--- config.mk ---
export PLATFORM = sky130hd
export DESIGN_NAME = hic_irq_unit
export DESIGN_NICKNAME = d
export VERILOG_FILES = /design/src/rtl/hic_pkg.sv /design/src/rtl/hic_mask_reg.sv /design/src/rtl/hic_status_bank.sv /design/src/rtl/hic_irq_fsm.sv /design/src/rtl/hic_irq_unit.sv
export SDC_FILE = /design/constraint.sdc
export NUM_CORES = 1
export LEC_CHECK = 0
export BUFFER_PORTS_ARGS = -buffer_cell sky130_fd_sc_hd__buf_2
export CORE_UTILIZATION = 42
export CTS_BUF_LIST = sky130_fd_sc_hd__clkbuf_16
export CTS_CLUSTER_SIZE = 28
export DETAILED_ROUTE_END_ITERATION = 8
export PLACE_DENSITY = 0.87
export SKIP_CTS_REPAIR_TIMING = 1
export SLEW_MARGIN = 20
export SYNTH_ARGS = -nofsm -noshare
export SYNTH_HDL_FRONTEND = slang
export SYNTH_HIERARCHICAL = 1
export SYNTH_SLANG_ARGS = --single-unit
--- constraint.sdc ---
create_clock -name clk -period 1 [get_ports clk]
set_input_delay 0 -clock clk [delete_from_list [all_inputs] [get_ports clk]]
set_output_delay 0 -clock clk [all_outputs]
set_load 0.03 [all_outputs]
--- src/rtl/hic_pkg.sv ---
package hic_pkg;
    localparam int unsigned REG_W     = 8;
    localparam int unsigned BIT_CMD   = 7;
    localparam int unsigned BIT_DTE   = 6;
    localparam int unsigned BIT_DRQ   = 5;
    localparam int unsigned BIT_USTOP = 4;
    localparam int unsigned BIT_SRST  = 2;
    localparam int unsigned BIT_CRC   = 0;

    localparam logic [REG_W-1:0] CTRL_KEEP  = 8'hF4;
    localparam logic [REG_W-1:0] CTRL_RESET = 8'h04;
    localparam logic [REG_W-1:0] STAT_MAP   = 8'hF5;
    localparam logic [REG_W-1:0] ACK_MASK   = (8'h01 << BIT_DTE) | (8'h01 << BIT_CRC);

    typedef enum logic [0:0] {
        PIN_IDLE   = 1'b0,
        PIN_ACTIVE = 1'b1
    } pin_state_t;
endpackage

--- src/rtl/hic_mask_reg.sv ---
module hic_mask_reg
    import hic_pkg::*;
(
    input  logic             clk,
    input  logic             rst_n,
    input  logic             load,
    input  logic [REG_W-1:0] load_data,
    output logic [REG_W-1:0] ctrl,
    output logic [REG_W-1:0] en_eff
);
    always_ff @(posedge clk or negedge rst_n) begin
        if (!rst_n)
            ctrl <= CTRL_RESET;
        else if (load)
            ctrl <= load_data & CTRL_KEEP;
    end

    always_comb begin
        en_eff            = '0;
        en_eff[BIT_CMD]   = ctrl[BIT_CMD];
        en_eff[BIT_DTE]   = ctrl[BIT_DTE];
        en_eff[BIT_DRQ]   = ctrl[BIT_DRQ];
        en_eff[BIT_USTOP] = ctrl[BIT_USTOP];
        en_eff[BIT_SRST]  = ~ctrl[BIT_SRST];
    end

    AST_CTRL_HOLD: assert property (@(posedge clk) disable iff (!rst_n)
        !load |=> $stable(ctrl));
endmodule

--- src/rtl/hic_status_bank.sv ---
module hic_status_bank
    import hic_pkg::*;
(
    input  logic             clk,
    input  logic             rst_n,
    input  logic [REG_W-1:0] set_vec,
    input  logic             ack,
    output logic [REG_W-1:0] status
);
    logic [REG_W-1:0] clr_vec;

    assign clr_vec = ack ? ACK_MASK : '0;

    for (genvar i = 0; i < REG_W; i++) begin : g_bit
        if (STAT_MAP[i]) begin : g_used
            always_ff @(posedge clk or negedge rst_n) begin
                if (!rst_n)
                    status[i] <= 1'b0;
                else if (set_vec[i])
                    status[i] <= 1'b1;
                else if (clr_vec[i])
                    status[i] <= 1'b0;
            end
        end else begin : g_unused
            assign status[i] = 1'b0;
        end
    end

    AST_STATUS_HOLD: assert property (@(posedge clk) disable iff (!rst_n)
        (set_vec == '0 && !ack) |=> $stable(status));
    AST_SET_WINS: assert property (@(posedge clk) disable iff (!rst_n)
        1'b1 |=> (($past(set_vec) & STAT_MAP & ~status) == '0));
    AST_ACK_CLEARS: assert property (@(posedge clk) disable iff (!rst_n)
        ack |=> ((status & ACK_MASK & ~$past(set_vec)) == '0));
endmodule

--- src/rtl/hic_irq_fsm.sv ---
module hic_irq_fsm
    import hic_pkg::*;
(
    input  logic clk,
    input  logic rst_n,
    input  logic req,
    output logic irq
);
    pin_state_t state, state_nx;

    always_ff @(posedge clk or negedge rst_n) begin
        if (!rst_n)
            state <= PIN_IDLE;
        else
            state <= state_nx;
    end

    always_comb begin
        state_nx = state;
        unique case (state)
            PIN_IDLE:   if (req)  state_nx = PIN_ACTIVE;  // RAISE
            PIN_ACTIVE: if (!req) state_nx = PIN_IDLE;    // DROP
            default:    state_nx = PIN_IDLE;
        endcase
    end

    always_comb begin
        irq = (state == PIN_ACTIVE);
    end
endmodule

--- src/rtl/hic_irq_unit.sv ---
module hic_irq_unit
    import hic_pkg::*;
#(
    parameter int unsigned          ADDR_W    = 16,
    parameter logic [ADDR_W-1:0]    CTRL_ADDR = 16'hFF81,
    parameter logic [ADDR_W-1:0]    STAT_ADDR = 16'hFF84,
    parameter logic [ADDR_W-1:0]    ACK_ADDR  = 16'hFF85
) (
    input  logic              clk,
    input  logic              rst_n,
    input  logic [ADDR_W-1:0] bus_addr,
    input  logic [REG_W-1:0]  wr_data,
    input  logic              wr_en,
    input  logic              rd_en,
    output logic [REG_W-1:0]  rd_data,
    input  logic              ev_cmd,
    input  logic              ev_dte,
    input  logic              ev_drq,
    input  logic              ev_ustop,
    input  logic              ev_srst,
    input  logic              ev_crcerr,
    output logic              irq
);
    logic             ctrl_wr;
    logic             ack_wr;
    logic [REG_W-1:0] ctrl;
    logic [REG_W-1:0] en_eff;
    logic [REG_W-1:0] status;
    logic [REG_W-1:0] set_vec;
    logic             req;

    assign ctrl_wr = wr_en && (bus_addr == CTRL_ADDR);
    assign ack_wr  = wr_en && (bus_addr == ACK_ADDR);

    always_comb begin
        set_vec            = '0;
        set_vec[BIT_CMD]   = ev_cmd;
        set_vec[BIT_DTE]   = ev_dte;
        set_vec[BIT_DRQ]   = ev_drq;
        set_vec[BIT_USTOP] = ev_ustop;
        set_vec[BIT_SRST]  = ev_srst;
        set_vec[BIT_CRC]   = ev_crcerr;
    end

    hic_mask_reg u_mask (
        .clk       (clk),
        .rst_n     (rst_n),
        .load      (ctrl_wr),
        .load_data (wr_data),
        .ctrl      (ctrl),
        .en_eff    (en_eff)
    );

    hic_status_bank u_stat (
        .clk     (clk),
        .rst_n   (rst_n),
        .set_vec (set_vec),
        .ack     (ack_wr),
        .status  (status)
    );

    assign req = |(status & en_eff);

    hic_irq_fsm u_pin (
        .clk   (clk),
        .rst_n (rst_n),
        .req   (req),
        .irq   (irq)
    );

    always_comb begin
        rd_data = '0;
        if (rd_en) begin
            if (bus_addr == CTRL_ADDR)
                rd_data = ctrl;
            else if (bus_addr == STAT_ADDR)
                rd_data = status;
        end
    end

    AST_IRQ_FOLLOWS: assert property (@(posedge clk) disable iff (!rst_n)
        1'b1 |=> (irq == $past(|(status & en_eff))));
    AST_SRST_INVERTED: assert property (@(posedge clk) disable iff (!rst_n)
        (status[BIT_SRST] && !ctrl[BIT_SRST]) |=> irq);
    AST_UNUSED_ZERO: assert property (@(posedge clk) disable iff (!rst_n)
        (rd_en && bus_addr == CTRL_ADDR) |-> (rd_data[3] == 1'b0 && rd_data[1:0] == 2'b00));
endmodule

==> After elaboration in Yosys (flattened, before gate mapping) <==
Index checks and enable logic that the tools add are counted.
{ "classes": {"eq_ne": 3, "muxes": 17, "n_bitwise": 2, "n_reduce_logical": 9} }
{ "op_table": {"columns": ["operator", "n"], "rows": [
  ["16-bit == test, second input constant", 3],
  ["8-bit 2-to-1 mux", 3],
  ["1-bit 2-to-1 mux", 13],
  ["2-bit nonzero test", 6],
  ["8-bit AND", 1],
  ["8-bit OR reduction", 1],
  ["7-bit 2-to-1 mux", 1],
  ["1-bit logical AND", 2],
  ["1-bit NOT", 1]
]} }
{ "word_totals": {"ff_bits": 12, "elab_cells": 39} }

==> Longest topological paths before layout <==
Gate-level depths: netlist of run 1.
{ "depth": {"word_depth": 5, "depth_mapped": 5, "depth_no_buf": 5} }

==> Hierarchy <==
The synthesis of run 1 kept the hierarchy.
{ "modules_own_cells": {"columns": ["mod", "n_inst", "cells_each", "area_each_um2", "seq_area_each_um2"], "rows": [
  ["hic_mask_reg", 1, 22, 265.3, 126.4],
  ["hic_irq_unit", 1, 36, 247.7, 0.0],
  ["hic_status_bank", 1, 16, 212.7, 150.1],
  ["hic_irq_fsm", 1, 1, 25.0, 25.0]
]} }

==> Least setup slack after synthesis of run 1 <==
Ideal clock, no wire load.
{ "synth_path": {"path_type": "input to register", "from": "input bus_addr[6]", "to": "register u_mask.ctrl[4]", "setup_time_ps": 125, "arrival_time_ps": 1052, "setup_slack_ps": -177, "path_stages": 4, "path_buffers": 0, "cell_sequence": "and4bb_2 > nand4_1 > nor2_1 > mux2_2"} }
{ "synth_between": {"elab_chain_cells": 2} }
{ "synth_lines": {"columns": ["element", "line", "source"], "rows": [
  ["start, declared", "hic_irq_unit.sv:11", "input logic [ADDR_W-1:0] bus_addr,"],
  ["16-bit == test", "hic_irq_unit.sv:32", "assign ctrl_wr = wr_en && (bus_addr == CTRL_ADDR);"],
  ["1-bit logical AND", "hic_irq_unit.sv:32", null],
  ["via ctrl_wr", "hic_irq_unit.sv:24", "logic ctrl_wr;"],
  ["end signal, assigned", "hic_mask_reg.sv:15", "ctrl <= load_data & CTRL_KEEP;"],
  ["end, declared", "hic_mask_reg.sv:8", "output logic [REG_W-1:0] ctrl,"]
]} }
The timed path passes the listed nets, and every way through them passes these cells.
A chain may end at the register's enable or synchronous reset.

==> Worst setup path in the final report of run 1 <==
{ "layout_path": {"from": "register u_mask.ctrl[2]", "to": "register u_pin.state, in the netlist u_pin/irq"} }
{ "layout_between": {"elab_chain_cells": 4} }
{ "layout_lines": {"columns": ["element", "line", "source"], "rows": [
  ["1-bit NOT", "hic_mask_reg.sv:24", "en_eff[BIT_SRST] = ~ctrl[BIT_SRST];"],
  ["via en_eff[2]", "hic_irq_unit.sv:27", "logic [REG_W-1:0] en_eff;"],
  ["8-bit AND", "hic_irq_unit.sv:62", "assign req = |(status & en_eff);"],
  ["8-bit OR reduction", "hic_irq_unit.sv:62", null],
  ["via req", "hic_irq_unit.sv:30", "logic req;"],
  ["1-bit 2-to-1 mux", "hic_irq_fsm.sv:21, hic_irq_fsm.sv:22", null],
  ["end signal, assigned", "hic_irq_fsm.sv:15", "state <= state_nx;"],
  ["end, declared", "hic_irq_fsm.sv:9", "pin_state_t state, state_nx;"]
]} }
The timed path passes the listed nets, and every way through them passes these cells.

==> results.toml, run 1 <==
[logic_synthesis]
syn_avg_cell_area_um2 = 10.1
yosysWarnings = 6
syn_area_um2 = 747
netlist_instances = 74

[worst_setup_path]
end_kind = "register"
worstPathBufferInverterCount = 2
worstReg2RegEnd = "u_pin/irq"
cp.arrival_ns = 1.28
slowest_stage = "dfstp_2"
critPathTopFamily = "flip-flops"
max_stage_delay_ns = 0.56
reg2reg_slack_ns = -0.18
path_cells = "buf_4 > inv_2 > a22oi_2 > nand4_1"
cp.required_ns = 1.10
cp.depth = 4
start_kind = "register"
path_max_fanout = 3
r2r_cells = 4
critPathKind = "reg -> reg"
r2r-start = "u_mask/ctrl[2]"

[clock_network]
numCtsBuffers = 3
ctsRootBufferMaster = "clkbuf_16"
path_clk_slew_ns = 0.04
clock_latency_ns = 0.24
cts_tree = "yes"
clock_path_buffers = 2
htree_num_levels = 1
clock_sinks = 12

[power_and_ir_drop]
total_power_mw = 1.39
p_leak_nw = 0.555
power_density_mw_per_mm2 = 1190
peakVddDrop_mv = 0.973

[run_status]
violations = "setup timing"
status = "finished with violations"

[grt]
antenna_found_initial = 0
grt.overflow.total = 0
grt_usage = 0.194
grt_first_pass_wirelength_mm = 2.73
grt_pass1_vias = 643
grt_max_degree = 13

[finish]
n_antenna_cell = 0
seq_area_um2 = 302
fillers = 102
num-nets-final = 159
multiInputGateArea_um2 = 390
stdcell_count = 140
area_growth_pct = 55.6
drive_above_1_share = 0.492

[sta]
setup_viol = 12
finalHoldViolCount = 0
tns_ns = -0.893
finalCritPeriodShare = 1.18
worst_pin_slew_ns = 0.548
clock_skew_ns = 0.00147
slew_headroom = 0.633
rsz0062_at_grt = "true"
worst_slack_ns = -0.178
fmax_mhz = 849
maxSlewViolCount = 0
timing.final.crit_period_ns = 1.18

[hold_path]
holdPathStages = 2
hold_path_class = "in -> reg"
hp-start = "wr_data[2]"
hold_path_end = "u_mask/ctrl[2]"

[drt]
vias = 719
route.detailed.drc = 0
dr.pass1.iters = 6
routed_wl_mm = 2.17
avgViaCountPerCell = 5.14
drt_iter0_drc = 23
wire_per_inst_um = 15.5
drtAntennaViolNets = 0

[die]
rows = 14
coreArea_mm2 = 0.00158
io_pins = 43
start_util = 0.474
die_x_um = 44.2
fp.dieH_um = 44.2
dieArea_mm2 = 0.00195

[placement]
dp_cells = 121
routabilityCongestion = 0.741
io_buffers = 37
pre_cts_ws_ns = -0.290

[run]
cap_viol_max_count = 0
through the flow:
step	cell area, um2	hold slack (ns)	utilization
finish	1160	0.00461	0.737
global route	1160	0.0157	0.737
CTS	980	-0.363	0.621
detailed placement	901	-0.109	0.571
global placement	901	-0.115	0.571
floorplan	781	-0.296	-
worst max path at each step:
stage                        start              to  slack [ns]
floorplan              bus_addr[4]  u_mask/ctrl[4]       -0.11
global placement       bus_addr[4]  u_mask/ctrl[7]       -0.24
detailed placement     bus_addr[4]  u_mask/ctrl[7]       -0.29
CTS                 u_mask/ctrl[2]      rd_data[2]       -0.15
global route        u_mask/ctrl[2]      rd_data[2]       -0.20
finish              u_mask/ctrl[2]       u_pin/irq       -0.18
routing by layer:
metal  global-route usage  vias to the layer above  share of wire
li1                     -                      342              -
met5                    0                        -              0
met4                0.109                        0          0.021
met3               0.0612                        6          0.050
met2                0.324                       23           0.53
met1                0.218                      348           0.40
where the power goes:
part	switching, mW	internal (mW)
sequential	0.0000760	0.488
clock	0.207	0.526
combinational	0.0637	0.102
total	0.271	1.12
final cells by class:
cell class	instances	share of cell area
clock inverters	1	0.00323
repair buffers	54	0.310
flip-flops and latches	12	0.259
clock buffers	3	0.0646
inverters	3	0.00969
well taps	16	0.0172
multi-input cells	51	0.336
flip-flops by register name (all words and copies together) (netlist names):
signal / flops
u_stat/status: 6
u_mask/ctrl: 5
u_pin/irq: 1
cells in the final DEF (no fill, tap or decap), types with 2 or more instances in the layout:
cell	instances
nor2_1	9
inv_1	3
dfrtp_1	11
mux2_4	4
clkbuf_16	3
or2_1	4
and4bb_2	2
dlygate4sd3_1	11
a22oi_2	2
nand4_1	2
a21o_1	2
conb_1	8
buf_2	32
buf_6	2
buf_4	9
a22oi_1	10
Power figures use the tool's default switching activity.
==> run 2, diff against run 1 <==
==> constraint.sdc (replaced) <==
create_clock -name clk -period 1 [get_ports clk]
set_input_delay 0.1 -clock clk [delete_from_list [all_inputs] [get_ports clk]]
set_output_delay 0.1 -clock clk [all_outputs]
set_load 0.03 [all_outputs]
==> results.toml, run 2 (synthesis results as in run 1) <==
[finish]
num-nets-final = 148
area_growth_pct = 52.4
drive_above_1_share = 0.611
n_antenna_cell = 0
fin_util = 0.722
max_flop_register = "u_stat/status"
fin_area_mm2 = 0.00114
final_common_cell = "buf_2"
largest_reg_flops = 6
final_cell_mix = "buf_2, dfrtp_1, buf_6, conb_1"
stdcell_count = 129
fillers = 106

[worst_setup_path]
cp.required_ns = 0.90
start_kind = "register"
reg2reg_slack_ns = -0.11
r2r_cells = 4
r2r-start = "u_mask/ctrl[2]"
path_max_fanout = 2
slowest_stage = "dfstp_2"
max_stage_delay_ns = 0.54
critPathKind = "reg -> out"
worstReg2RegEnd = "u_pin/irq"
cp.arrival_ns = 1.11
end_kind = "output pin"
path_cells = "a22oi_2 > nor2_2 > buf_6"

[run_status]
status = "finished with violations"
violations = "DRC, setup timing"

[sta]
worst_slack_ns = -0.213
finalHoldViolCount = 0
clock_skew_ns = 0.00685
setup_viol = 12
slew_headroom = 0.634
rsz0062_at_grt = "true"
whs_ns = 0.0330
worst_pin_slew_ns = 0.547
fmax_mhz = 824
finalCritPeriodShare = 1.21
maxSlewViolCount = 0
timing.final.crit_period_ns = 1.21
tns_ns = -1.86

[die]
rows = 14
die_x_um = 44.2
coreArea_mm2 = 0.00158
io_pins = 43
dieArea_mm2 = 0.00195
start_util = 0.474
fp.dieH_um = 44.2

[drt]
drt-met1-wl_um = 904
drt_iter0_drc = 23
dr.pass1.iters = 6
met2_length_mm = 1.21
vias = 703
drtAntennaViolNets = 0
wire_per_inst_um = 17.6
routed_wl_mm = 2.26
avgViaCountPerCell = 5.45
route.detailed.drc = 1
wl_met3_um = 106
dr.max_layer_used = "met4"

[clock_network]
htree_num_levels = 1
clock_latency_ns = 0.25
path_clk_slew_ns = 0.05
cts_tree = "yes"
clock_sinks = 12
clock_path_buffers = 2
numCtsBuffers = 3
ctsRootBufferMaster = "clkbuf_16"

[grt]
grt_pass1_vias = 721
grt_max_degree = 13
grt_usage = 0.234
grt.overflow.total = 0
grt_first_pass_wirelength_mm = 3.21
antenna_found_initial = 0

[hold_path]
hp-start = "ev_drq"
hold_path_end = "u_stat/status[5]"
hold_path_class = "in -> reg"
holdPathStages = 2

[placement]
pre_cts_ws_ns = -0.398
hpwl_mm = 1.52
routabilityCongestion = 0.732
dp_cells = 123
placed_cell_area_um2 = 941
io_buffers = 37

[run]
cap_viol_max_count = 0

[power_and_ir_drop]
p_leak_nw = 0.516
total_power_mw = 1.40
peakVddDrop_mv = 1.20
power_density_mw_per_mm2 = 1230
run 2: cell types whose count changed in the layout (fill, tap and decap cells not counted), sizes merged:
cell         before  now
buf              43   42
dlygate4sd3      11    1
run 2: layer usage:
layer / GRT usage / vias up
li1: - / 322
met1: 0.255 / 344
met2: 0.424 / 31
met3: 0.0612 / 6
met4: 0.103 / 0
met5: 0 / -
run 2: cell type report:
cell class                      instances  area, um2  share of cell area
Inverter                                3       11.3             0.00989
Tap cell                               16       20.0              0.0176
Multi-Input combinational cell         51        435               0.382
Timing Repair Buffer                   43        292               0.256
Clock buffer                            3       75.1              0.0659
Clock inverter                          1       3.75             0.00330
Sequential cell                        12        302               0.265
run 2: worst max-delay path by stage:
| stage | startpoint | end | slack (ns) | cells past startpoint |
|---|---|---|---|---|
| 3_3_place_gp | bus_addr[4] | u_mask/ctrl[6] | -0.34 | 5 |
| 3_5_place_dp | bus_addr[4] | u_mask/ctrl[6] | -0.40 | 5 |
| 6_report | u_mask/ctrl[2] | rd_data[2] | -0.21 | 3 |
| 4_1_cts | u_mask/ctrl[2] | rd_data[2] | -0.25 | 3 |
| 5_1_grt | bus_addr[1] | rd_data[4] | -0.25 | 5 |
| 2_1_floorplan | bus_addr[4] | u_mask/ctrl[4] | -0.21 | 4 |
run 2: worst max-delay path: cells and delay by family, from the launching register on:
family                 cells  cell delay [ns]
DFF                        1             0.54
buffers and inverters      1             0.14
AOI/OAI and AO/OA          1             0.06
and+or+nand+nor            1             0.13
run 2: power by group:
group	internal [mW]	total [mW]	switching [mW]
Sequential	0.487	0.487	0.0000852
Combinational	0.0864	0.154	0.0677
Clock	0.528	0.759	0.231
